## src/rtl/ddr_rs_lane.sv

```systemverilog
// One data bit: rising and falling capture ranks plus the path multiplexer.
// Bit 0 of each pair register is the rise stream, bit 1 the fall stream.
module ddr_rs_lane (
  input  logic clk,
  input  logic rst,
  input  logic d_rise,
  input  logic d_fall,
  input  logic use_fall,
  input  logic any_fall,
  output logic pick_rise,
  output logic pick_fall
);

  logic [1:0] pos_r1;   // rising-edge capture
  logic [1:0] pos_r2;   // extra rank for word alignment
  logic [1:0] neg_r1;   // falling-edge capture
  logic [1:0] neg_r2;   // realigned onto the rising edge
  logic [1:0] neg_r3;   // alignment rank of the falling path
  logic [1:0] pick;

  always_ff @(posedge clk) begin
    if (rst) begin
      pos_r1 <= '0;
      pos_r2 <= '0;
      neg_r2 <= '0;
      neg_r3 <= '0;
    end else begin
      pos_r1 <= {d_fall, d_rise};
      pos_r2 <= pos_r1;
      neg_r2 <= neg_r1;
      neg_r3 <= neg_r2;
    end
  end

  always_ff @(negedge clk) begin
    if (rst) neg_r1 <= '0;
    else     neg_r1 <= {d_fall, d_rise};
  end

  always_comb begin
    if (use_fall)      pick = neg_r3;
    else if (any_fall) pick = pos_r2;
    else               pick = pos_r1;
  end

  assign pick_rise = pick[0];
  assign pick_fall = pick[1];

endmodule

```

## src/rtl/ddr_rs_vdelay.sv

```systemverilog
// Delays the input valid flag to line up with the selected data path.
module ddr_rs_vdelay (
  input  logic clk,
  input  logic rst,
  input  logic in_valid,
  input  logic any_fall,
  output logic aligned_valid
);

  logic [1:0] vsh;

  always_ff @(posedge clk) begin
    if (rst) vsh <= '0;
    else     vsh <= {vsh[0], in_valid};
  end

  assign aligned_valid = any_fall ? vsh[1] : vsh[0];

endmodule

```

## src/rtl/ddr_rs_outstage.sv

```systemverilog
// Output register rank and the optional read pipeline stage.
module ddr_rs_outstage #(
  parameter int unsigned DATA_W  = 8,
  parameter int unsigned PIPE_EN = 1
) (
  input  logic              clk,
  input  logic              rst,
  input  logic [DATA_W-1:0] d_rise,
  input  logic [DATA_W-1:0] d_fall,
  input  logic              d_valid,
  output logic [DATA_W-1:0] q_rise,
  output logic [DATA_W-1:0] q_fall,
  output logic              q_valid
);

  logic [DATA_W-1:0] o_rise, o_fall;
  logic              o_valid;

  always_ff @(posedge clk) begin
    if (rst) begin
      o_rise  <= '0;
      o_fall  <= '0;
      o_valid <= 1'b0;
    end else begin
      o_rise  <= d_rise;
      o_fall  <= d_fall;
      o_valid <= d_valid;
    end
  end

  generate
    if (PIPE_EN != 0) begin : g_pipe
      logic [DATA_W-1:0] p_rise, p_fall;
      logic              p_valid;
      always_ff @(posedge clk) begin
        if (rst) begin
          p_rise  <= '0;
          p_fall  <= '0;
          p_valid <= 1'b0;
        end else begin
          p_rise  <= o_rise;
          p_fall  <= o_fall;
          p_valid <= o_valid;
        end
      end
      assign q_rise  = p_rise;
      assign q_fall  = p_fall;
      assign q_valid = p_valid;
    end else begin : g_nopipe
      assign q_rise  = o_rise;
      assign q_fall  = o_fall;
      assign q_valid = o_valid;
    end
  endgenerate

endmodule

```

## src/rtl/ddr_rd_resync.sv

```systemverilog
module ddr_rd_resync #(
  parameter int unsigned DATA_W  = 8,
  parameter int unsigned PIPE_EN = 1
) (
  input  logic              clk,
  input  logic              rst,
  input  logic              in_valid,
  input  logic [DATA_W-1:0] rise_in,
  input  logic [DATA_W-1:0] fall_in,
  input  logic [DATA_W-1:0] edge_sel,
  output logic [DATA_W-1:0] rise_out,
  output logic [DATA_W-1:0] fall_out,
  output logic              out_valid
);

  // Named internal events for the checker.
  logic              any_fall;
  logic [DATA_W-1:0] mux_rise;
  logic [DATA_W-1:0] mux_fall;
  logic              core_valid;

  assign any_fall = |edge_sel;

  generate
    for (genvar b = 0; b < DATA_W; b++) begin : g_lane
      ddr_rs_lane u_lane (
        .clk      (clk),
        .rst      (rst),
        .d_rise   (rise_in[b]),
        .d_fall   (fall_in[b]),
        .use_fall (edge_sel[b]),
        .any_fall (any_fall),
        .pick_rise(mux_rise[b]),
        .pick_fall(mux_fall[b])
      );
    end
  endgenerate

  ddr_rs_vdelay u_vdelay (
    .clk          (clk),
    .rst          (rst),
    .in_valid     (in_valid),
    .any_fall     (any_fall),
    .aligned_valid(core_valid)
  );

  ddr_rs_outstage #(.DATA_W(DATA_W), .PIPE_EN(PIPE_EN)) u_out (
    .clk    (clk),
    .rst    (rst),
    .d_rise (mux_rise),
    .d_fall (mux_fall),
    .d_valid(core_valid),
    .q_rise (rise_out),
    .q_fall (fall_out),
    .q_valid(out_valid)
  );

endmodule

```

## config.mk

```make
export PLATFORM = sky130hd
export DESIGN_NAME = ddr_rd_resync
export DESIGN_NICKNAME = d
export VERILOG_FILES = /design/src/rtl/ddr_rs_lane.sv /design/src/rtl/ddr_rs_vdelay.sv /design/src/rtl/ddr_rs_outstage.sv /design/src/rtl/ddr_rd_resync.sv
export SDC_FILE = /design/constraint.sdc
export NUM_CORES = 1
export LEC_CHECK = 0
export ABC_AREA = 1
export BUFFER_PORTS_ARGS = -buffer_cell sky130_fd_sc_hd__buf_2
export CORE_AREA = 2 2 73 109
export CTS_CLUSTER_SIZE = 12
export DETAILED_ROUTE_END_ITERATION = 10
export DIE_AREA = 0 0 75 111
export GPL_TIMING_DRIVEN = 0
export PLACE_DENSITY_LB_ADDON = 0.1
export SYNTH_ARGS = -nofsm -noshare
export SYNTH_HDL_FRONTEND = slang
export SYNTH_SLANG_ARGS = --single-unit
```

## constraint.sdc

```tcl
create_clock -name clk -period 1.2 [get_ports clk]
set_clock_uncertainty 0.2 [all_clocks]
set_input_delay 0.12 -clock clk [delete_from_list [all_inputs] [get_ports clk]]
set_output_delay 0.12 -clock clk [all_outputs]
set_load 0.03 [all_outputs]
```

==> run_summary.xml <==
<?xml version="1.0" encoding="UTF-8"?>
<metrics>
  <group name="run_status">
    <metric name="outcome" unit="">finished, violations left</metric>
    <metric name="failed_checks" unit="">negative setup slack</metric>
  </group>
  <group name="cts">
    <metric name="clock_insertion_delay_worst_skew" unit="ns">0.43</metric>
    <metric name="numCtsBuffers" unit="">17</metric>
    <metric name="cts_max_path_buffers" unit="">2</metric>
    <metric name="cts_root_buffer" unit="">clkbuf_16</metric>
    <metric name="htreeDepth" unit="">4</metric>
    <metric name="cts.clk_slew.worst_paths" unit="ns">0.05</metric>
    <metric name="cts_tree" unit="">done</metric>
    <metric name="tritoncts_num_sinks" unit="">116</metric>
  </group>
  <group name="power_and_ir_drop">
    <metric name="pwr-share-clk" unit="%">50.0</metric>
    <metric name="leakage" unit="nW">2.52</metric>
    <metric name="power_frac_seq" unit="%">44.0</metric>
    <metric name="combinationalPowerShare" unit="%">6.0</metric>
    <metric name="peakVddDrop" unit="mV">1.54</metric>
    <metric name="swShare" unit="%">22.3</metric>
    <metric name="power_report.internal_total" unit="W">0.00722</metric>
    <metric name="p_per_area" unit="nW/um2">1820</metric>
    <metric name="power.switching" unit="W">0.00207</metric>
  </group>
  <group name="worst_setup_path">
    <metric name="crit_path_end_kind" unit="">flip-flop</metric>
    <metric name="setup.worst_path.start_class" unit="">flip-flop</metric>
    <metric name="path_max_fanout" unit="">1</metric>
    <metric name="path_class" unit="">reg -&gt; reg</metric>
    <metric name="cp_data_arrival_time" unit="ns">1.41</metric>
    <metric name="required" unit="ns">1.27</metric>
  </group>
  <group name="placement">
    <metric name="gpl.final_weighted_congestion" unit="">0.759</metric>
    <metric name="dpl.hpwl" unit="um">4350</metric>
    <metric name="place.detailed.instances" unit="">570</metric>
    <metric name="io_buffers" unit="">42</metric>
  </group>
  <group name="synth">
    <metric name="synthesis.yosys.warnings" unit="">0</metric>
    <metric name="synth_area_per_cell" unit="um2">8.40</metric>
    <metric name="synthesis.instances" unit="">426</metric>
    <metric name="ys_top_cells_by_area" unit="">dfxtp_1 (65%), nor2_1 (12%), inv_1 (11%)</metric>
    <metric name="seq_area_frac_synth" unit="%">64.9</metric>
    <metric name="yosys_register_bits" unit="">116</metric>
    <metric name="synth_area_leader_cell" unit="">dfxtp_1</metric>
    <metric name="mappedNetlistArea" unit="um2">3580</metric>
    <metric name="synthDistinctLibCells" unit="">16</metric>
    <metric name="synth_largest_type_area_fraction" unit="%">64.9</metric>
    <metric name="syn_nets" unit="">453</metric>
  </group>
  <group name="global_route">
    <metric name="total_routing_usage_gr" unit="%">19.6</metric>
    <metric name="overall_overflow_remaining_after_global_route" unit="">0</metric>
    <metric name="grt_start_max_net_pins" unit="">17</metric>
    <metric name="number_of_antenna_violations_at_the_first_check_in_global_routing" unit="">0</metric>
    <metric name="first_global_vias" unit="">2578</metric>
    <metric name="global_route_wire_length_before_repair" unit="um">11700</metric>
  </group>
  <group name="timing">
    <metric name="grt_setup_unrepaired" unit="">true</metric>
    <metric name="final.hold.worst_slack" unit="ns">0.0328</metric>
    <metric name="tightest_slew" unit="ns">0.579</metric>
    <metric name="setup_tns" unit="ns">-1.85</metric>
    <metric name="fin_ws" unit="ns">-0.146</metric>
    <metric name="timing.slew.headroom" unit="%">61.4</metric>
    <metric name="final-max-slew-violation-count" unit="">0</metric>
    <metric name="final_hold_viol_count" unit="">0</metric>
    <metric name="finalSetupViolCount" unit="">16</metric>
  </group>
  <group name="floorplan">
    <metric name="placeableCoreArea" unit="um2">7470</metric>
    <metric name="initial_core_util" unit="%">47.9</metric>
    <metric name="dieHeight" unit="um">111</metric>
    <metric name="core.rowCount" unit="">39</metric>
    <metric name="floorplan.die.width" unit="um">75</metric>
    <metric name="design.die.area" unit="um2">8330</metric>
    <metric name="io-pin-count" unit="">44</metric>
  </group>
  <group name="cells_and_area">
    <metric name="antenna_cells_inserted" unit="">0</metric>
    <metric name="regArea" unit="um2">2350</metric>
    <metric name="syn2layout_area_growth" unit="%">42.2</metric>
    <metric name="final.fill_count" unit="">639</metric>
    <metric name="nNetsFinal" unit="">559</metric>
    <metric name="multi_input_comb_area" unit="um2">867</metric>
    <metric name="drive_gt1_share" unit="%">23.1</metric>
    <metric name="final-instance-count-excl-fill" unit="">647</metric>
  </group>
  <group name="routing">
    <metric name="via_count" unit="">2680</metric>
    <metric name="route.detailed.vias_per_inst" unit="">4.14</metric>
    <metric name="antenna_left" unit="">0</metric>
    <metric name="drt-total-wl" unit="um">7110</metric>
    <metric name="routedWlPerCell" unit="um">11.0</metric>
    <metric name="route.detailed.drc" unit="">0</metric>
    <metric name="initialDrtViolationCount" unit="">112</metric>
    <metric name="firstDrtPassIters" unit="">5</metric>
  </group>
  <group name="flow_run">
    <metric name="cap_viol_max_count" unit="">0</metric>
  </group>
  <group name="min_path">
    <metric name="hold_class" unit="">in -&gt; reg</metric>
  </group>
</metrics>
-- registers in the layout, indices dropped and copies added, names as in the netlist --
name and cells:
g_lane.u_lane.neg_r2 16, u_out.q_fall 8, g_lane.u_lane.pos_r2 16, u_out.o_valid 1, g_lane.u_lane.pos_r1 16, u_out.q_rise 8, u_vdelay.vsh 2, g_lane.u_lane.neg_r1 16
u_out.q_valid 1, u_out.o_fall 8, g_lane.u_lane.neg_r3 16, u_out.o_rise 8
-- synth_stat cells (all sizes together) --
cell type	number
a21oi	1
buf	6
clkbuf	8
dfxtp	116
inv	108
nand2	34
nand3	16
nor2	120
o21ai	16
o21bai	1
-- repair_timing --
action / 4_1_cts / 5_1_grt
buffers inserted: 0 / 0
gates resized for setup: 24 / 42
setup endpoints to repair: 33 / 38
hold buffers: 27 / 4
hold endpoints to repair: 40 / 3
-- final cells by class --
type | instances | area share, %
Tap cell | 102 | 2.51
Sequential cell | 116 | 46.2
Timing Repair Buffer | 72 | 12.1
Multi-Input combinational cell | 188 | 17.0
Inverter | 107 | 7.89
Clock inverter | 26 | 2.51
Buffer | 14 | 2.43
Clock buffer | 22 | 9.29
-- cells in the final DEF (no fill, tap or decap) --
master         Yosys  layout
a21oi_1            1       1
clkinvlp_2         0       3
buf_1              2       2
inv_1            108     116
nand2_2            1       1
clkinv_1           0       2
nand3_1           16      16
clkbuf_16          0      19
buf_6              0      17
buf_8              1       1
inv_2              0       7
clkinv_2           0       1
nand2_4            1       1
dlygate4sd3_1      0      30
buf_12             0       1
clkbuf_4           0       2
o21bai_1           1       1
nor2_2             3       6
clkbuf_8           0       2
nor2_4             0      10
dfxtp_1          116      93
clkbuf_1           8       7
nand2_1           32      32
buf_2              3      27
dfxtp_2            0      23
clkinvlp_4         0       3
bufinv_8           0       1
nor2_8             1       1
nor2_1           116     103
o21ai_1           16      16
-- critical path, stage by stage, from the launching register on --
cell     delay, ns
dfxtp_1       0.29
inv_1         0.06
nor2_1        0.04
-- stage by stage --
step / worst slack (ns) / utilization, % / instance area, um2 / power [W]
2_1_floorplan: -0.148 / - / 3710 / 0.00454
3_3_place_gp: -0.258 / 54.3 / 4050 / 0.00467
3_5_place_dp: -0.270 / 54.3 / 4050 / 0.00469
4_1_cts: -0.128 / 66.7 / 4980 / 0.00935
5_1_grt: -0.166 / 68.2 / 5090 / 0.00970
6_report: -0.146 / 68.2 / 5090 / 0.00928
-- routing by layer --
layer / routed length [um] / global-route usage, % / up-vias
li1: - / - / 1426
met1: 2950 / 21.7 / 1181
met2: 3670 / 30.2 / 64
met3: 336 / 7.64 / 9
met4: 163 / 12.7 / 0
met5: 0 / 0 / -
-- power by group through the flow --
stage	combinational, W	clock [W]	sequential, W
2_1_floorplan	0.000280	0.0000868	0.00418
3_3_place_gp	0.000442	0.0000868	0.00414
3_5_place_dp	0.000450	0.0000868	0.00415
4_1_cts	0.000534	0.00474	0.00408
5_1_grt	0.000621	0.00498	0.00410
6_report	0.000554	0.00464	0.00409
-- cells by family after synthesis --
family,Yosys count,share of synthesized area [%]
AOI/OAI and AO/OA,18,2.59
and+or+nand+nor,170,19.3
buffers and inverters,122,13.2
DFF,116,64.9
-- final timing paths --
path,start,to,slack (ns),depth (start not counted)
setup / recovery,g_lane[2].u_lane.neg_r1[0],g_lane[2].u_lane.neg_r2[0],-0.15,2
hold / removal,rst,g_lane[4].u_lane.pos_r2[0],0.03,3
setup reg to reg,g_lane[2].u_lane.neg_r1[0],g_lane[2].u_lane.neg_r2[0],-0.15,2
hold reg to reg,u_out.o_rise[5],u_out.q_rise[5],0.19,2
No activity file was read; power rests on OpenSTA's default activity.
